## src/rtl/i2c_shbuf_pkg.sv

```systemverilog
package i2c_shbuf_pkg;

    localparam int BYTE_W = 8;
    localparam int PTR_W  = 8;

    typedef enum logic [2:0] {
        ST_IDLE,
        ST_ADDR,
        ST_AACK,
        ST_WDATA,
        ST_WACK,
        ST_RDATA,
        ST_RACK
    } shb_state_e;

    function automatic logic [PTR_W-1:0] ptr_step(input logic [PTR_W-1:0] p);
        return (p == {PTR_W{1'b1}}) ? p : p + 1'b1;
    endfunction

endpackage

```

## src/rtl/i2c_shbuf_sync.sv

```systemverilog
module i2c_shbuf_sync #(
    parameter int STAGES = 2
) (
    input  logic clk,
    input  logic rst_n,
    input  logic scl_i,
    input  logic sda_i,
    output logic sda_s,
    output logic scl_rise,
    output logic scl_fall,
    output logic bus_start,
    output logic bus_stop
);

    localparam int LINES = 2;

    logic [LINES-1:0] line_in;
    logic [LINES-1:0] line_s;
    logic [LINES-1:0] prev_d, prev_q;

    assign line_in = {sda_i, scl_i};

    for (genvar g = 0; g < LINES; g++) begin : g_line
        logic [STAGES-1:0] pipe_d, pipe_q;

        always_comb begin
            pipe_d = {pipe_q[STAGES-2:0], line_in[g]};
        end

        always_ff @(posedge clk or negedge rst_n) begin
            if (!rst_n) pipe_q <= '1;
            else        pipe_q <= pipe_d;
        end

        assign line_s[g] = pipe_q[STAGES-1];
    end

    always_comb begin
        prev_d = line_s;
    end

    always_ff @(posedge clk or negedge rst_n) begin
        if (!rst_n) prev_q <= '1;
        else        prev_q <= prev_d;
    end

    logic scl_s, scl_p, sda_p;
    assign scl_s = line_s[0];
    assign sda_s = line_s[1];
    assign scl_p = prev_q[0];
    assign sda_p = prev_q[1];

    assign scl_rise  = scl_s & ~scl_p;
    assign scl_fall  = ~scl_s & scl_p;
    assign bus_start = scl_s & scl_p & sda_p & ~sda_s;
    assign bus_stop  = scl_s & scl_p & ~sda_p & sda_s;

endmodule

```

## src/rtl/i2c_shbuf_mem.sv

```systemverilog
module i2c_shbuf_mem #(
    parameter int DEPTH  = 32,
    parameter int ADDR_W = $clog2(DEPTH)
) (
    input  logic              clk,
    input  logic              rst_n,
    input  logic              cpu_en,
    input  logic              cpu_we,
    input  logic [ADDR_W-1:0] cpu_addr,
    input  logic [7:0]        cpu_wdata,
    output logic [7:0]        cpu_rdata,
    input  logic              i2c_req,
    input  logic              i2c_we,
    input  logic [ADDR_W-1:0] i2c_addr,
    input  logic [7:0]        i2c_wdata,
    output logic              i2c_gnt,
    output logic              i2c_rvalid,
    output logic [7:0]        i2c_rdata
);

    typedef struct packed {
        logic [7:0] cpu_rd;
        logic [7:0] bus_rd;
        logic       bus_vld;
    } mem_regs_t;

    mem_regs_t  r_d, r_q;
    logic [7:0] store [DEPTH];

    // processor wins every shared cycle
    assign i2c_gnt = i2c_req & ~cpu_en;

    always_comb begin
        r_d         = r_q;
        r_d.bus_vld = i2c_gnt & ~i2c_we;
        if (cpu_en && !cpu_we)   r_d.cpu_rd = store[cpu_addr];
        if (i2c_gnt && !i2c_we)  r_d.bus_rd = store[i2c_addr];
    end

    always_ff @(posedge clk or negedge rst_n) begin
        if (!rst_n) r_q <= '0;
        else        r_q <= r_d;
    end

    always_ff @(posedge clk) begin
        if (cpu_en && cpu_we)        store[cpu_addr] <= cpu_wdata;
        else if (i2c_gnt && i2c_we)  store[i2c_addr] <= i2c_wdata;
    end

    assign cpu_rdata  = r_q.cpu_rd;
    assign i2c_rdata  = r_q.bus_rd;
    assign i2c_rvalid = r_q.bus_vld;

endmodule

```

## src/rtl/i2c_shbuf_engine.sv

```systemverilog
module i2c_shbuf_engine
    import i2c_shbuf_pkg::*;
#(
    parameter int         DEPTH      = 32,
    parameter int         ADDR_W     = $clog2(DEPTH),
    parameter logic [6:0] SLAVE_ADDR = 7'h3A
) (
    input  logic              clk,
    input  logic              rst_n,
    input  logic              sda_s,
    input  logic              scl_rise,
    input  logic              scl_fall,
    input  logic              bus_start,
    input  logic              bus_stop,
    input  logic              gnt,
    input  logic              rvalid,
    input  logic [7:0]        rdata,
    output logic              sda_oe,
    output logic              req,
    output logic              req_we,
    output logic [ADDR_W-1:0] req_addr,
    output logic [7:0]        req_wdata
);

    localparam logic [PTR_W-1:0] LIMIT = PTR_W'(DEPTH);

    typedef struct packed {
        shb_state_e        st;
        logic [3:0]        cnt;
        logic [7:0]        sh;
        logic              rw;
        logic              first;
        logic              mack;
        logic [PTR_W-1:0]  base;
        logic [PTR_W-1:0]  cur;
        logic [7:0]        txbuf;
        logic              req;
        logic              req_we;
        logic [ADDR_W-1:0] req_addr;
        logic [7:0]        req_wdata;
    } eng_regs_t;

    eng_regs_t r_d, r_q;
    logic [PTR_W-1:0] next_ptr;

    always_comb begin
        r_d      = r_q;
        next_ptr = ptr_step(r_q.cur);
        if (gnt)    r_d.req   = 1'b0;
        if (rvalid) r_d.txbuf = rdata;

        if (bus_stop) begin
            r_d.st = ST_IDLE;
        end else if (bus_start) begin
            r_d.st  = ST_ADDR;
            r_d.cnt = '0;
            r_d.cur = r_q.base;
        end else begin
            unique case (r_q.st)
                ST_IDLE: ;
                ST_ADDR: begin
                    if (scl_rise) begin
                        r_d.sh  = {r_q.sh[6:0], sda_s};
                        r_d.cnt = r_q.cnt + 1'b1;
                    end else if (scl_fall && r_q.cnt == 4'd8) begin
                        if (r_q.sh[7:1] == SLAVE_ADDR) begin
                            r_d.st    = ST_AACK;
                            r_d.rw    = r_q.sh[0];
                            r_d.first = 1'b1;
                            if (r_q.sh[0]) begin
                                if (r_q.cur < LIMIT) begin
                                    r_d.req      = 1'b1;
                                    r_d.req_we   = 1'b0;
                                    r_d.req_addr = r_q.cur[ADDR_W-1:0];
                                end else begin
                                    r_d.txbuf = 8'hFF;
                                end
                            end
                        end else begin
                            r_d.st = ST_IDLE;
                        end
                    end
                end
                ST_AACK: begin
                    if (scl_fall) begin
                        r_d.cnt = '0;
                        if (r_q.rw) begin
                            r_d.st = ST_RDATA;
                            r_d.sh = r_q.txbuf;
                        end else begin
                            r_d.st = ST_WDATA;
                        end
                    end
                end
                ST_WDATA: begin
                    if (scl_rise) begin
                        r_d.sh  = {r_q.sh[6:0], sda_s};
                        r_d.cnt = r_q.cnt + 1'b1;
                    end else if (scl_fall && r_q.cnt == 4'd8) begin
                        r_d.st = ST_WACK;
                        if (r_q.first) begin
                            r_d.base  = r_q.sh;
                            r_d.cur   = r_q.sh;
                            r_d.first = 1'b0;
                        end else begin
                            if (r_q.cur < LIMIT) begin
                                r_d.req       = 1'b1;
                                r_d.req_we    = 1'b1;
                                r_d.req_addr  = r_q.cur[ADDR_W-1:0];
                                r_d.req_wdata = r_q.sh;
                            end
                            r_d.cur = next_ptr;
                        end
                    end
                end
                ST_WACK: begin
                    if (scl_fall) begin
                        r_d.st  = ST_WDATA;
                        r_d.cnt = '0;
                    end
                end
                ST_RDATA: begin
                    if (scl_rise) begin
                        r_d.cnt = r_q.cnt + 1'b1;
                    end else if (scl_fall) begin
                        if (r_q.cnt == 4'd8) begin
                            r_d.st  = ST_RACK;
                            r_d.cur = next_ptr;
                            if (next_ptr < LIMIT) begin
                                r_d.req      = 1'b1;
                                r_d.req_we   = 1'b0;
                                r_d.req_addr = next_ptr[ADDR_W-1:0];
                            end else begin
                                r_d.txbuf = 8'hFF;
                            end
                        end else begin
                            r_d.sh = {r_q.sh[6:0], 1'b0};
                        end
                    end
                end
                ST_RACK: begin
                    if (scl_rise) begin
                        r_d.mack = ~sda_s;
                    end else if (scl_fall) begin
                        if (r_q.mack) begin
                            r_d.st  = ST_RDATA;
                            r_d.sh  = r_q.txbuf;
                            r_d.cnt = '0;
                        end else begin
                            r_d.st = ST_IDLE;
                        end
                    end
                end
                default: r_d.st = ST_IDLE;
            endcase
        end
    end

    always_ff @(posedge clk or negedge rst_n) begin
        if (!rst_n) r_q <= '{st: ST_IDLE, default: '0};
        else        r_q <= r_d;
    end

    assign sda_oe    = (r_q.st == ST_AACK) || (r_q.st == ST_WACK) ||
                       ((r_q.st == ST_RDATA) && !r_q.sh[7]);
    assign req       = r_q.req;
    assign req_we    = r_q.req_we;
    assign req_addr  = r_q.req_addr;
    assign req_wdata = r_q.req_wdata;

    // base pointer moves only when a pointer byte has just been taken
    assert_base_only_on_ptr_R5: assert property (@(posedge clk) disable iff (!rst_n)
        !$stable(r_q.base) |-> (r_q.st == ST_WACK && !r_q.first));

    // a start rewinds the current pointer to the base
    assert_start_rewinds_R5: assert property (@(posedge clk) disable iff (!rst_n)
        (bus_start && !bus_stop) |=> (r_q.cur == r_q.base));

    // a freshly raised bus write always came from an in-range pointer
    assert_no_oob_write_R6: assert property (@(posedge clk) disable iff (!rst_n)
        (r_q.req && !$past(r_q.req) && r_q.req_we) |-> ($past(r_q.cur) < LIMIT));

    // a waiting bus access holds still while the processor owns the buffer
    assert_wait_holds_R9: assert property (@(posedge clk) disable iff (!rst_n)
        (r_q.req && !gnt) |=> (r_q.req && $stable(r_q.req_addr) && $stable(r_q.req_we)));

endmodule

```

## src/rtl/i2c_shared_buffer.sv

```systemverilog
module i2c_shared_buffer #(
    parameter int         DEPTH       = 32,
    parameter logic [6:0] SLAVE_ADDR  = 7'h3A,
    parameter int         SYNC_STAGES = 2,
    localparam int        ADDR_W      = $clog2(DEPTH)
) (
    input  logic              clk,
    input  logic              rst_n,
    input  logic              scl_i,
    input  logic              sda_i,
    output logic              sda_oe,
    input  logic              cpu_en,
    input  logic              cpu_we,
    input  logic [ADDR_W-1:0] cpu_addr,
    input  logic [7:0]        cpu_wdata,
    output logic [7:0]        cpu_rdata
);

    logic              sda_s, scl_rise, scl_fall, bus_start, bus_stop;
    logic              req, req_we, gnt, rvalid;
    logic [ADDR_W-1:0] req_addr;
    logic [7:0]        req_wdata, rdata;

    i2c_shbuf_sync #(.STAGES(SYNC_STAGES)) u_sync (
        .clk       (clk),
        .rst_n     (rst_n),
        .scl_i     (scl_i),
        .sda_i     (sda_i),
        .sda_s     (sda_s),
        .scl_rise  (scl_rise),
        .scl_fall  (scl_fall),
        .bus_start (bus_start),
        .bus_stop  (bus_stop)
    );

    i2c_shbuf_engine #(
        .DEPTH      (DEPTH),
        .ADDR_W     (ADDR_W),
        .SLAVE_ADDR (SLAVE_ADDR)
    ) u_engine (
        .clk       (clk),
        .rst_n     (rst_n),
        .sda_s     (sda_s),
        .scl_rise  (scl_rise),
        .scl_fall  (scl_fall),
        .bus_start (bus_start),
        .bus_stop  (bus_stop),
        .gnt       (gnt),
        .rvalid    (rvalid),
        .rdata     (rdata),
        .sda_oe    (sda_oe),
        .req       (req),
        .req_we    (req_we),
        .req_addr  (req_addr),
        .req_wdata (req_wdata)
    );

    i2c_shbuf_mem #(.DEPTH(DEPTH), .ADDR_W(ADDR_W)) u_mem (
        .clk        (clk),
        .rst_n      (rst_n),
        .cpu_en     (cpu_en),
        .cpu_we     (cpu_we),
        .cpu_addr   (cpu_addr),
        .cpu_wdata  (cpu_wdata),
        .cpu_rdata  (cpu_rdata),
        .i2c_req    (req),
        .i2c_we     (req_we),
        .i2c_addr   (req_addr),
        .i2c_wdata  (req_wdata),
        .i2c_gnt    (gnt),
        .i2c_rvalid (rvalid),
        .i2c_rdata  (rdata)
    );

endmodule

```

## config.mk

```make
export PLATFORM = sky130hd
export DESIGN_NAME = i2c_shared_buffer
export DESIGN_NICKNAME = d
export VERILOG_FILES = /design/src/rtl/i2c_shbuf_pkg.sv /design/src/rtl/i2c_shbuf_sync.sv /design/src/rtl/i2c_shbuf_mem.sv /design/src/rtl/i2c_shbuf_engine.sv /design/src/rtl/i2c_shared_buffer.sv
export SDC_FILE = /design/constraint.sdc
export NUM_CORES = 1
export LEC_CHECK = 0
export ABC_AREA = 1
export BUFFER_PORTS_ARGS = -buffer_cell sky130_fd_sc_hd__buf_2
export CAP_MARGIN = 20
export CELL_PAD_IN_SITES_DETAIL_PLACEMENT = 0
export CELL_PAD_IN_SITES_GLOBAL_PLACEMENT = 2
export CORE_MARGIN = 3
export CORE_UTILIZATION = 30
export DETAILED_ROUTE_END_ITERATION = 16
export PLACE_DENSITY = 0.66
export RECOVER_POWER = 100
export SKIP_CTS_REPAIR_TIMING = 1
export SLEW_MARGIN = 20
export SYNTH_ARGS = -nofsm -noshare
export SYNTH_HDL_FRONTEND = slang
export SYNTH_HIERARCHICAL = 1
export SYNTH_SLANG_ARGS = --single-unit
export TNS_END_PERCENT = 20
```

## constraint.sdc

```tcl
create_clock -name clk -period 3.95 [get_ports clk]
set_clock_uncertainty 0.2 [all_clocks]
set_input_delay 0.395 -clock clk [delete_from_list [all_inputs] [get_ports clk]]
set_output_delay 0.395 -clock clk [all_outputs]
set_load 0.05 [all_outputs]
```

==> run summary <==
After filler insertion, the fill cell instance count of the layout stands at 6002. Counting flops and latches in the post-synthesis netlist gives 336. The checks that failed: max-capacitance violations, max-slew violations. The H-tree was split into 2 levels. Summing over every cut layer, the via total after detailed routing is 14700. The clock net in this run drives a total of 336 sinks. The number of standard cells after synthesis came out at 2085.

The floorplan step defined a core boundary enclosing 58000 µm². The count of unique library cells instantiated by Yosys is 51. The arrival time at the worst endpoint came out at 3280 ps. Summed over all failing endpoints, the final setup total negative slack is 0 ps.

The site row count came out at 88. The signal on the critical path passes through dlygate4sd3_1 -> clkbuf_1 -> nor2_1 -> nand2_8 -> nand2_1 -> o21ai_4 -> inv_1 -> nand3_1 -> nor2_1 -> clkbuf_1. The commonest cells after synthesis are nand2_1 (850), nand3_1 (464), edfxtp_1 (256), dfrtp_1 (74), nor2_1 (72). The count of TritonRoute iterations in the first routing pass came out at 5. The library cell contributing the largest single delay on the critical path is clkbuf_1. The maximum number of pins on one net before global-route repair is 129.

By startpoint and endpoint, the worst setup path is classified as primary input to flop. The number of clock buffers inserted by TritonCTS is 41. After layout, the worst setup slack is 648 ps. The most common cell in the synthesized netlist is nand2_1. The total wire length after detailed routing is 64.5 mm. The sequential-to-total area share from yosys stat came out at 54.8%. For the worst-skew pair, the clock arrives at the later sink with an insertion delay of 570 ps. Along the worst path, the maximum fanout reaches 19.

The register clock-pin slew on the reported worst setup and hold paths came out at 60 ps. Compared with the post-synthesis result, the final layout area differs by 10.8%. Excluding fillers, the count of instances in the completed layout stands at 2869. The ratio of final minimum period to clock period is 83.6%. The synthesized area per cell is 8.49 µm².

After detailed routing, the average wire length per cell comes to 22.5 µm. STA classifies the critical path endpoint as a flop. Data on the critical path is required at its endpoint by 3930 ps. The detailed router's first-iteration violation count is 1314.

The flow ran to the end, but the final reports show violations. The clock period could shrink to 3300 ps. The setup slack at placement is 963 ps.

The DRC violation count after routing is 0. The biggest area contributor in the post-synthesis netlist is edfxtp_1. The peak ir drop on the vdd network came out at 243 µV. The count of flip-flops with a built-in enable after synthesis is 256. The cell area that synthesis handed to floorplanning was 17700 µm². The global-route total usage across every layer is 20.4%. The count of synthesis-stage warnings from yosys came out at 6.

At the pin with the least slew margin, the transition time is 1800 ps. The portion of synthesized cell area occupied by the leading cell type came out at 43.4%. The worst slew slack as a fraction of its limit is -20.0%. The count of final max-slew check failures came out at 230. In this design, the stage delay of the slowest critical-path cell is 540 ps.

The final-layout worst hold slack is 70.7 ps. The number of antenna diodes in the final layout is 0. The highest attainable clock frequency came out at 303 MHz. In this run the vertical extent of the chip is 249 µm. Detailed placement finished with a half-perimeter wire length of 40.1 mm. The first global-routing pass estimated 95.6 mm of wire. The I/O pin count came out at 28. The CTS tree is done. The post-synthesis net count came out at 2107. The main flop type after synthesis is edfxtp_1. CTS placed an instance of clkbuf_16 at the clock tree root. Measured along the x axis, the die boundary spans 249 µm. The post-detailed-route count of antenna-violating nets is 0.

For this configuration, the core starts out at a cell density of 30.5%. The final number of hold-violating endpoints came to 0. The worst setup path is launched from a primary input. Cells with a size suffix above 1 make up 6.37% of the layout. The count of input and output buffers is 27. Setup violations remaining at the end of the flow were counted as 0. The floorplan step defined a die boundary enclosing 62000 µm². The last weighted congestion value of the routability-driven placer came out at 0.833.

The number of maximum-capacitance violations came out at 7. The path class of the tightest hold or removal check is primary input to flop. The cell area power density is 464 nW/µm².

The total leakage power is 7.90 nW. The fraction of registers with async set/reset is 23.8%. The ratio of routed vias to standard cells came out at 5.12. The total power of the final layout is 0.00911 W. The number of global-route vias before repair was 14300. The total congestion overflow after global routing came out at 0. By area the synthesized netlist is led by edfxtp_1 (43%), nand2_1 (18%), nand3_1 (13%). The net count reported at finish is 2097.

The number of cells after detailed placement is 2793. The number of antenna violations at the first check in global routing is 2. The clock tree buffer depth came out at 3.

Setup repair after global routing left no endpoint under its margin.
[sequential cells by signal, indices dropped and copies added (netlist names)]
name	flops
u_mem/cpu_rdata	8
u_sync/g_line.pipe_q	4
u_engine/req_addr	5
u_mem/i2c_rdata	8
u_engine/req	1
u_engine/r_q	42
u_mem/store	256
u_mem/i2c_rvalid	1
u_engine/req_we	1
u_sync/prev_q	2
u_engine/req_wdata	8
[cell usage in the layout, fill, tap and decap left out, types with 4 or more instances in the layout]
master	n
nand2_1	853
nand3_1	468
edfxtp_1	256
nor2_1	77
dfrtp_1	72
inv_1	59
o21ai_0	48
clkbuf_1	47
clkbuf_16	44
a21oi_1	17
buf_2	14
buf_4	13
mux2i_1	9
clkinv_2	8
mux2_1	8
o21ai_2	7
inv_2	7
clkinv_1	5
nand4_1	5
o211ai_1	5
dlygate4sd3_1	4
nand2_2	4
nor2_4	4
or2_2	4
a21boi_0	4
o22ai_1	4
nor3_1	4
buf_12	4
[stage by stage]
stage | util, % | area [µm²]
finish | 33.8 | 19600
global route | 33.8 | 19600
CTS | 34.1 | 19800
detailed placement | 31.9 | 18500
global placement | 31.9 | 18500
floorplan | - | 17700
[cell families after synthesis]
family / share of synthesized area, %
flops: 54.8
compound gates: 3.48
fa+ha+maj: 0.212
simple gates: 34.8
mux: 1.02
xor+xnor: 0.297
buf+inv: 5.46
[layout make-up]
| cell class | count | area, µm² | share of cell area [%] |
|---|---|---|---|
| Sequential cell | 336 | 9700 | 49.5 |
| Multi-Input combinational cell | 1551 | 6930 | 35.3 |
| Clock buffer | 56 | 1160 | 5.89 |
| Tap cell | 765 | 957 | 4.88 |
| Timing Repair Buffer | 73 | 433 | 2.21 |
| Inverter | 72 | 279 | 1.42 |
| Clock inverter | 16 | 158 | 0.804 |
[power breakdown]
part / internal [W] / switching, W / leakage (nW) / total, W
Clock: 0.00224 / 0.00154 / 0.645 / 0.00378
Combinational: 0.000324 / 0.000898 / 3.93 / 0.00122
Sequential: 0.00396 / 0.000151 / 3.33 / 0.00411
[final timing paths]
| check | from | end | slack [ps] | cells past startpoint |
|---|---|---|---|---|
| max in group asynchronous | rst_n | u_engine/r_q[51] | 1490 | 3 |
| min in group asynchronous | rst_n | u_mem/cpu_rdata[1] | 510 | 2 |
| max | cpu_en | u_mem/store[24][5] | 650 | 10 |
| max reg2reg | u_sync/g_line[1].pipe_q[1] | u_engine/r_q[49] | 690 | 9 |
| min reg2reg | u_sync/g_line[0].pipe_q[0] | u_sync/g_line[0].pipe_q[1] | 160 | 0 |
| min | cpu_we | u_mem/cpu_rdata[5] | 70 | 4 |
[metal layers]
layer	wire, µm	track usage (%)	share of wire [%]	vias to the layer above
met1	29500	28.8	46	7171
met5	0	0	0	-
met4	1770	6.49	2.7	0
met3	3590	2.71	5.6	83
li1	-	-	-	7001
met2	29700	32.6	46	440
[worst max-delay path: cells and delay by family]
family                 cells  cell delay, ps
AO/OA/AOI/OAI              1              90
AND/OR/NAND/NOR            5            1490
buffers and inverters      4            1280
No activity file was read; power rests on OpenSTA's default activity.
